## config.mk

```make
export PLATFORM = sky130hd
export DESIGN_NAME = ivt_top
export DESIGN_NICKNAME = d
export VERILOG_FILES = /design/src/rtl/ivt_pkg.sv /design/src/rtl/ivt_chan.sv /design/src/rtl/ivt_regs.sv /design/src/rtl/ivt_top.sv
export SDC_FILE = /design/constraint.sdc
export NUM_CORES = 1
export LEC_CHECK = 0
export CORE_AREA = 2 2 162 164
export CTS_CLUSTER_SIZE = 20
export DETAILED_ROUTE_END_ITERATION = 10
export DIE_AREA = 0 0 164 166
export DONT_BUFFER_PORTS = 1
export PLACE_DENSITY = 0.58
export RECOVER_POWER = 25
export SYNTH_ARGS = -nofsm -noshare
export SYNTH_HDL_FRONTEND = slang
export SYNTH_SLANG_ARGS = --single-unit
```

## constraint.sdc

```tcl
create_clock -name clk -period 4.31 [get_ports clk]
set_clock_uncertainty 0.1 [all_clocks]
set_input_delay 1.293 -clock clk [delete_from_list [all_inputs] [get_ports clk]]
set_output_delay 1.293 -clock clk [all_outputs]
set_load 0.02 [all_outputs]
```

## src/rtl/ivt_pkg.sv

```systemverilog
package ivt_pkg;
  localparam int NUM_CH   = 4;
  localparam int CNT_W    = 16;
  localparam int SEL_W    = 3;
  localparam int MIN_LOG2 = 2;

  // Per-channel control strobes handed from the register block to a datapath
  typedef struct packed {
    logic             clear;  // clock path disabled: hold prescaler and counter at zero
    logic             run;    // clock path and counting both enabled
    logic [SEL_W-1:0] sel;    // prescaler select, ratio 2^(sel+MIN_LOG2)
  } chanStrobe_t;
endpackage

```

## src/rtl/ivt_chan.sv

```systemverilog
module ivt_chan
  import ivt_pkg::*;
#(
  parameter int CW  = CNT_W,
  parameter int SW  = SEL_W,
  parameter int ML2 = MIN_LOG2
) (
  input  logic          clk,
  input  logic          rstN,
  input  chanStrobe_t   strobe,
  input  logic [CW-1:0] cmpVal,
  output logic [CW-1:0] cntVal,
  output logic          irq
);
  localparam int PSC_W = ML2 + (1 << SW) - 1;
  localparam int SH_W  = $clog2(PSC_W + 1);

  logic [PSC_W-1:0] psc;
  logic [PSC_W-1:0] pscLimit;
  logic [SH_W-1:0]  shAmt;
  logic             tick;
  logic             match;

  // Divide-by-2^(sel+ML2): the limit is the last prescaler state before a tick
  always_comb begin
    shAmt    = SH_W'(strobe.sel) + SH_W'(ML2);
    pscLimit = (PSC_W'(1) << shAmt) - PSC_W'(1);
    tick     = strobe.run && (psc >= pscLimit);
    match    = (cntVal == cmpVal);
  end

  always_ff @(posedge clk) begin
    if (!rstN) begin
      psc    <= '0;
      cntVal <= '0;
      irq    <= 1'b0;
    end else if (strobe.clear) begin
      psc    <= '0;
      cntVal <= '0;
      irq    <= 1'b0;
    end else if (tick) begin
      psc <= '0;
      if (match) begin
        cntVal <= '0;
        irq    <= 1'b1;
      end else begin
        cntVal <= cntVal + CW'(1);
        irq    <= 1'b0;
      end
    end else begin
      if (strobe.run) psc <= psc + PSC_W'(1);
      irq <= 1'b0;
    end
  end

  // a pulse never lasts more than one clock
  a_r6_one_cycle: assert property (@(posedge clk) disable iff (!rstN)
    irq |=> !irq);

  // a pulse coincides with the counter having reloaded to zero
  a_r5_reload_zero: assert property (@(posedge clk) disable iff (!rstN)
    irq |-> (cntVal == '0));

  // clock path off forces prescaler and counter to zero
  a_r7_cleared: assert property (@(posedge clk) disable iff (!rstN)
    strobe.clear |=> (cntVal == '0 && psc == '0));

  // clock on, count off keeps the counter frozen
  a_r8_hold: assert property (@(posedge clk) disable iff (!rstN)
    (!strobe.clear && !strobe.run) |=> $stable(cntVal));
endmodule

```

## src/rtl/ivt_regs.sv

```systemverilog
module ivt_regs
  import ivt_pkg::*;
#(
  parameter int NC = NUM_CH,
  parameter int CW = CNT_W,
  parameter int SW = SEL_W
) (
  input  logic                   clk,
  input  logic                   rstN,
  input  logic [$clog2(NC)+3:0]  busAddr,
  input  logic                   busWrite,
  input  logic [CW-1:0]          busWdata,
  input  logic [NC-1:0][CW-1:0]  cntVals,
  output chanStrobe_t [NC-1:0]   strobes,
  output logic [NC-1:0][CW-1:0]  cmpVals,
  output logic [CW-1:0]          busRdata
);
  localparam int IDX_W = $clog2(NC);
  localparam logic [3:0] OFF_CNT = 4'h0;
  localparam logic [3:0] OFF_CMP = 4'h4;
  localparam logic [3:0] OFF_CTL = 4'h8;

  logic [IDX_W-1:0] chanIdx;
  logic [3:0]       regOff;
  logic [NC-1:0][SW-1:0] selRegs;
  logic [NC-1:0]    ceRegs;
  logic [NC-1:0]    caeRegs;

  assign chanIdx = busAddr[IDX_W+3:4];
  assign regOff  = busAddr[3:0];

  for (genvar ch = 0; ch < NC; ch++) begin : g_regs
    logic hit;
    assign hit = busWrite && (chanIdx == IDX_W'(ch));

    always_ff @(posedge clk) begin
      if (!rstN) begin
        cmpVals[ch] <= '0;
        selRegs[ch] <= '0;
        ceRegs[ch]  <= 1'b0;
        caeRegs[ch] <= 1'b0;
      end else if (hit) begin
        if (regOff == OFF_CMP) cmpVals[ch] <= busWdata;
        if (regOff == OFF_CTL) begin
          selRegs[ch] <= busWdata[4 +: SW];
          ceRegs[ch]  <= busWdata[1];
          caeRegs[ch] <= busWdata[0];
        end
      end
    end

    assign strobes[ch].clear = !caeRegs[ch];
    assign strobes[ch].run   = caeRegs[ch] && ceRegs[ch];
    assign strobes[ch].sel   = selRegs[ch];
  end

  always_comb begin
    busRdata = '0;
    unique case (regOff)
      OFF_CNT: busRdata = cntVals[chanIdx];
      OFF_CMP: busRdata = cmpVals[chanIdx];
      OFF_CTL: begin
        busRdata[4 +: SW] = selRegs[chanIdx];
        busRdata[1]       = ceRegs[chanIdx];
        busRdata[0]       = caeRegs[chanIdx];
      end
      default: busRdata = '0;
    endcase
  end

  // unmapped offsets read back zero
  a_r2_unmapped_zero: assert property (@(posedge clk) disable iff (!rstN)
    (regOff != OFF_CNT && regOff != OFF_CMP && regOff != OFF_CTL) |-> (busRdata == '0));

  // a control read never shows the reserved bits
  a_r3_reserved_low: assert property (@(posedge clk) disable iff (!rstN)
    (regOff == OFF_CTL) |-> (busRdata[7] == 1'b0 && busRdata[3:2] == 2'b00));
endmodule

```

## src/rtl/ivt_top.sv

```systemverilog
module ivt_top
  import ivt_pkg::*;
(
  input  logic        clk,
  input  logic        rstN,
  input  logic [5:0]  busAddr,
  input  logic        busWrite,
  input  logic [15:0] busWdata,
  output logic [15:0] busRdata,
  output logic [3:0]  irq
);
  chanStrobe_t [NUM_CH-1:0]      strobes;
  logic [NUM_CH-1:0][CNT_W-1:0]  cmpVals;
  logic [NUM_CH-1:0][CNT_W-1:0]  cntVals;

  ivt_regs #(.NC(NUM_CH), .CW(CNT_W), .SW(SEL_W)) u_regs (
    .clk      (clk),
    .rstN     (rstN),
    .busAddr  (busAddr),
    .busWrite (busWrite),
    .busWdata (busWdata),
    .cntVals  (cntVals),
    .strobes  (strobes),
    .cmpVals  (cmpVals),
    .busRdata (busRdata)
  );

  for (genvar ch = 0; ch < NUM_CH; ch++) begin : g_chan
    ivt_chan #(.CW(CNT_W), .SW(SEL_W), .ML2(MIN_LOG2)) u_chan (
      .clk    (clk),
      .rstN   (rstN),
      .strobe (strobes[ch]),
      .cmpVal (cmpVals[ch]),
      .cntVal (cntVals[ch]),
      .irq    (irq[ch])
    );
  end
endmodule

```

==> results.tsv, run 1 <==
stage	metric	value	unit
synth	Synth Flop Type	dfxtp_1	
power	leak pwr	4.434	nW
synth	synth unique cells	63	
clock_network	CTS Buf Count	17	
drt	drt drc	0	
drt	DR vias/cell	5.690	
drt	wire per inst	18.75	um
global_route	initial antenna violation count	0	
drt	vias after detailed routing	8951	
timing	Final Setup Violations	0	
setup_path	critical path type	input port to output pin	
cells_and_area	fraction of layout cells with a size suffix above 1	0.07351	
synth	Mapped Cells	1268	
power	Power Dens Cells	284.4	nW/um2
synth	Post-synth EDFFs	0	
timing	final hold vios	0	
timing	Max Transition Viols Final	0	
placement	pre-CTS WS	0.4163	ns
drt	DRT Pass-1 Iters	6	
drt	post-route antenna net violation count	0	
timing	TNS Setup	0	ns
clock_network	hold_buf cts	0	
global_route	global-route wire length before repair	47640	um
run	Max Cap Viol	0	
clock_network	CTS tree	done	
placement	GP Congestion	0.8871	
floorplanning	Die Ht	166	um
power	Tot Pwr	3.454	mW
synth	synthesized area per cell	8.951	um2
timing	fin crit period	3.911	ns
setup_path	Crit path required time	2.92	ns
floorplanning	Initial Util	0.4431	
synth	Syn Nets	1365	
synth	post-synthesis sequential area ratio	0.3316	
floorplanning	Die W	164	um
clock_network	Clock Path Buffers	2	
cells_and_area	Layout Cells excl Fill	1573	
timing	Fmax	0.2557	GHz
run_status	outcome	complete, no violations	
global_route	total grt overflow	0	
clock_network	H-tree levels	4	
cells_and_area	area occupied by multi-input gates	7149	um2
drt	Routed WL	29500	um
placement	HPWL after DPL	22040	um
synth	Mapped Area	11350	um2
global_route	vias in the first global route	8443	
floorplanning	Core Footprint	25620	um2
floorplanning	standard-cell rows	59	
floorplanning	I/O pin count	45	
setup_path	peak fanout along the critical path	6	
timing	WHS	0.3929	ns
cells_and_area	P&R area growth vs syn	6.989	%
cells_and_area	ANT cells	0	
timing	RSZ-0062 raised after global routing	no	
synth	FFs w/ async S/R, synth	0	
setup_path	Setup crit end kind	output pin	
placement	IO Port Bufs	0	
synth	Yosys warnings	0	
timing	max_slew headroom	0.3964	
setup_path	CP arrival	2.52	ns
timing	fin crit share	0.9074	
clock_network	clock-pin slew on the worst setup and hold paths	0.06	ns
clock_network	clk root buf	clkbuf_16	
hold_path	worst hold-check path type	flop to flop	
cells_and_area	register area	3765	um2
timing	worst setup margin	0.3991	ns
global_route	Total GRT Usage	0.2221	
setup_path	CP Launch Type	input port	
power	maximum vdd drop	0.2458	mV
cells_and_area	fill cell count	2409	
drt	initial drt markers	611	
timing	worst slew pin tran	0.8928	ns
synth	Yosys reg bits	188	
floorplanning	die area	27220	um2
global_route	largest net degree at the start of global routing	98	
clock_network	TritonCTS Sinks	188	
placement	Placed Cells	1541	
clock_network	worst-skew pair later-pin latency	0.44	ns
cells_and_area	fin nets	1322	
==> kinds of logic (layout without fill, tap and decap cells) <==
group,Yosys count,in the layout,share of synthesized area
AOI/OAI and AO/OA,203,203,0.1310
buffers and inverters,101,71,0.03836
and+or+nand+nor,503,503,0.2160
adders and majority gates,72,72,0.07937
muxes,68,68,0.1011
xor gates and xnor gates,133,133,0.1026
DFF,188,188,0.3316
==> placed cells by master, fill, tap and decap left out, drive strengths merged, types with 7 or more instances in the layout <==
cell | synthesis | layout
a21boi | 65 | 65
a21oi | 26 | 26
a22o | 25 | 25
a22oi | 7 | 7
a31oi | 11 | 11
and2 | 8 | 8
and3 | 37 | 37
buf | 22 | 14
clkbuf | 55 | 21
dfxtp | 188 | 188
ha | 72 | 72
inv | 24 | 26
mux2i | 31 | 31
mux4 | 37 | 37
nand2 | 208 | 208
nand3 | 46 | 46
nand4 | 35 | 35
nor2 | 75 | 75
nor2b | 23 | 23
nor3 | 15 | 15
nor4 | 18 | 18
nor4b | 12 | 12
o21ai | 26 | 26
xnor2 | 82 | 82
xor2 | 51 | 51
==> synthesized netlist by cell type (25+ instances only) <==
cell type | number | area share
dfxtp_1 | 188 | 0.33
xor2_1 | 51 | 0.039
clkbuf_1 | 54 | 0.018
a22o_1 | 25 | 0.019
nand4_1 | 35 | 0.019
nand3_1 | 45 | 0.020
xnor2_1 | 82 | 0.063
and3_1 | 37 | 0.020
nor2_1 | 75 | 0.025
a21boi_0 | 65 | 0.043
a21oi_1 | 25 | 0.011
ha_1 | 72 | 0.079
mux4_2 | 36 | 0.071
mux2i_1 | 31 | 0.027
nand2_1 | 208 | 0.069
o21ai_0 | 25 | 0.011
==> power breakdown <==
group	switching, mW	internal (mW)	leakage, nW
clock network	0.715	0.937	0.295
registers	0.00405	1.74	1.51
logic	0.0217	0.0375	2.62
total	0.740	2.71	4.43
==> area by class of cell <==
cell class	instances	share of cell area
multi-input cells	979	0.5888
flip-flops and latches	188	0.3100
clock buffers	20	0.03679
well taps	335	0.03452
clock inverters	12	0.01350
repair buffers	15	0.008964
inverters	24	0.007419
==> metal layers <==
metal	vias to the layer above	routed length (um)	global-route usage	share of wire
met5	-	0	0	0
met4	0	488	0.05416	0.017
met3	35	1189	0.03147	0.040
met2	191	13520	0.3495	0.46
met1	4314	14300	0.3207	0.48
li1	4411	-	-	-
==> final timing paths <==
path	from	to	slack [ns]	cells after the start
min reg2reg	u_regs.cmpVals[49]	u_regs.cmpVals[49]	0.39	2
max reg2reg	u_regs.strobes[2]	g_chan[0].u_chan.cntVal[10]	0.53	16
max	busAddr[1]	busRdata[5]	0.40	3
min	u_regs.cmpVals[49]	u_regs.cmpVals[49]	0.39	2
==> registers in the layout, indices dropped and copies added, names as in the netlist <==
name and count:
u_regs.caeRegs 4, g_chan.u_chan.cntVal 64, u_regs.strobes 12, u_regs.cmpVals 64, u_regs.ceRegs 4, g_chan.u_chan.psc 36, g_chan.u_chan.irq 4
==> through the flow <==
step / utilization / area (um2)
global placement: 0.4511 / 11560
detailed placement: 0.4511 / 11560
floorplan: - / 11350
finish: 0.4740 / 12140
CTS: 0.4750 / 12170
global route: 0.4740 / 12140
==> worst max-delay path, cell delays in order <==
cell and delay [ns]:
nor4b_1 0.77, a22oi_1 0.20, nand2_1 0.25
==> repair_timing <==
| action | in CTS | in global routing |
|---|---|---|
| endpoints found under the hold margin | 0 | 0 |
| setup buffers | 0 | 0 |
| gates resized for setup | 0 | 1 |
| setup endpoints to repair | 0 | 3 |
No activity file was read; power rests on OpenSTA's default activity.
==> run 2, diff against run 1 <==
--- a/config.mk
+++ b/config.mk
@@ -11,7 +11,7 @@
 export DIE_AREA = 0 0 164 166
 export DONT_BUFFER_PORTS = 1
 export PLACE_DENSITY = 0.58
-export RECOVER_POWER = 25
+export RECOVER_POWER = 50
 export SYNTH_ARGS = -nofsm -noshare
 export SYNTH_HDL_FRONTEND = slang
 export SYNTH_SLANG_ARGS = --single-unit
==> constraint.sdc (replaced) <==
create_clock -name clk -period 4.31 [get_ports clk]
set_clock_uncertainty 0.1 [all_clocks]
set_input_delay 0.2155 -clock clk [delete_from_list [all_inputs] [get_ports clk]]
set_output_delay 0.2155 -clock clk [all_outputs]
set_load 0.02 [all_outputs]
==> results.tsv, run 2 (same netlist as run 1, synthesis figures left out) <==
stage	metric	value	unit
clock_network	Clock Path Buffers	2	
drt	initial drt markers	735	
timing	RSZ-0062 raised after global routing	no	
drt	wire per inst	19.53	um
timing	fin crit share	0.9104	
setup_path	peak fanout along the critical path	11	
setup_path	Critical Path Most Common Cell	ha_1	
power	maximum vdd drop	0.2641	mV
timing	Final Setup Violations	0	
clock_network	H-tree levels	4	
floorplanning	die area	27220	um2
setup_path	worst reg2reg path depth	14	
timing	max_slew headroom	0.1981	
global_route	total grt overflow	0	
floorplanning	standard-cell rows	59	
setup_path	Setup crit end kind	flop	
timing	Max Transition Viols Final	0	
timing	Fmax	0.2549	GHz
floorplanning	Die W	164	um
timing	worst slew pin tran	1.203	ns
run_status	outcome	complete, no violations	
drt	DR vias/cell	5.821	
timing	final hold vios	0	
clock_network	worst-skew pair later-pin latency	0.44	ns
cells_and_area	commonest non-fill, non-tap cell in the layout	nand2_1	
timing	fin crit period	3.924	ns
clock_network	CTS Buf Count	17	
cells_and_area	Regs by FF count	g_chan.u_chan.cntVal: 64 flops, u_regs.cmpVals: 64 flops, g_chan.u_chan.psc: 36 flops	
drt	vias after detailed routing	9279	
cells_and_area	ANT cells	0	
run	Max Cap Viol	0	
global_route	global-route wire length before repair	49230	um
global_route	initial antenna violation count	0	
hold_path	worst hold-check path type	input port to flop	
placement	GP Congestion	0.8904	
setup_path	critical path type	flop to flop	
power	leak pwr	4.565	nW
placement	pre-CTS WS	0.4312	ns
clock_network	hold_buf cts	23	
cells_and_area	Layout Cells excl Fill	1594	
setup_path	CP arrival	4.16	ns
clock_network	Post-CTS Resized	0	
clock_network	CTS tree	done	
clock_network	# Post-CTS Setup Buffers	0	
cells_and_area	P&R area growth vs syn	9.381	%
global_route	vias in the first global route	8765	
setup_path	CP Launch Type	flop	
floorplanning	I/O pin count	45	
global_route	Total GRT Usage	0.2326	
setup_path	worst path cell trace	inv_1 -> ha_1 -> nor2_1 -> nand3b_1 -> ha_1 -> nor2_1 -> nor3_1 -> xnor2_1 -> ha_1 -> nand3_1 -> or4b_4 -> a21oi_1 -> nand3_1 -> o311ai_2	
placement	Placed Cells	1539	
drt	DRT Pass-1 Iters	5	
global_route	largest net degree at the start of global routing	88	
drt	Routed WL	31120	um
clock_network	TritonCTS Sinks	188	
cells_and_area	fill cell count	2421	
cells_and_area	fin nets	1343	
floorplanning	Initial Util	0.4431	
hold_path	Min-Delay Path Depth	2	
placement	IO Port Bufs	0	
power	Tot Pwr	3.616	mW
placement	HPWL after DPL	22400	um
floorplanning	Core Footprint	25620	um2
timing	worst setup margin	0.3863	ns
clock_network	clk root buf	clkbuf_16	
clock_network	clock-pin slew on the worst setup and hold paths	0.07	ns
floorplanning	Die Ht	166	um
setup_path	Crit path required time	4.55	ns
cells_and_area	fraction of layout cells with a size suffix above 1	0.07069	
power	Power Dens Cells	291.3	nW/um2
cells_and_area	most frequent cells in the layout	208 x nand2_1, 188 x dfxtp_1, 82 x xnor2_1, 75 x nor2_1, 72 x ha_1	
drt	drt drc	0	
setup_path	critical path's slowest cell	dfxtp_1	
drt	post-route antenna net violation count	0	
timing	TNS Setup	0	ns
setup_path	CP max stage delay	0.55	ns
## run 2: final timing paths
path	start	endpoint	slack, ns
max reg2reg	u_regs.strobes[11]	g_chan[2].u_chan.cntVal[9]	0.39
max	u_regs.strobes[11]	g_chan[2].u_chan.cntVal[9]	0.39
min reg2reg	u_regs.cmpVals[62]	u_regs.cmpVals[62]	0.40
min	rstN	g_chan[1].u_chan.irq	0.04
## run 2: metal layers
metal / wire [um] / track usage / up-vias / part of all wire
met5: 0 / 0 / - / 0
met4: 935 / 0.08047 / 0 / 0.030
met3: 1556 / 0.03472 / 57 / 0.050
met2: 14270 / 0.3714 / 256 / 0.46
li1: - / - / 4468 / -
met1: 14360 / 0.3204 / 4498 / 0.46
## run 2: report_power, final
part	switching [mW]	internal (mW)	total (mW)	leakage (nW)
clock network	0.719	1.05	1.77	0.322
registers	0.00400	1.74	1.74	1.51
logic	0.0513	0.0516	0.103	2.73
total	0.774	2.84	3.62	4.56
## run 2: area by class of cell
| class | instances | area (um2) | area share |
|---|---|---|---|
| clock buffer | 19 | 442.9 | 0.03568 |
| clock inverter | 13 | 212.7 | 0.01713 |
| inverter | 24 | 90.09 | 0.007257 |
| multi-input combinational | 979 | 7144 | 0.5755 |
| sequential | 188 | 3764 | 0.3032 |
| tap | 335 | 419.2 | 0.03376 |
| timing repair buffer | 36 | 341.6 | 0.02751 |
## run 2: stage by stage
stage	instance area, um2	util	hold slack, ns
2_1_floorplan	11350	-	0.2604
3_3_place_gp	11540	0.4505	0.2619
3_5_place_dp	11540	0.4505	0.2703
4_1_cts	12440	0.4858	0.009355
5_1_grt	12410	0.4846	0.03432
6_report	12410	0.4846	0.03556
## run 2: critical path, delay by kind of cell, from the launching register on
family	cells	cell delay, ns
adder cells (fa/ha/maj)	3	0.97
buffers and inverters	1	0.17
XOR/XNOR	1	0.13
flip-flops	1	0.55
AO/OA/AOI/OAI	2	0.67
AND/OR/NAND/NOR	7	1.23
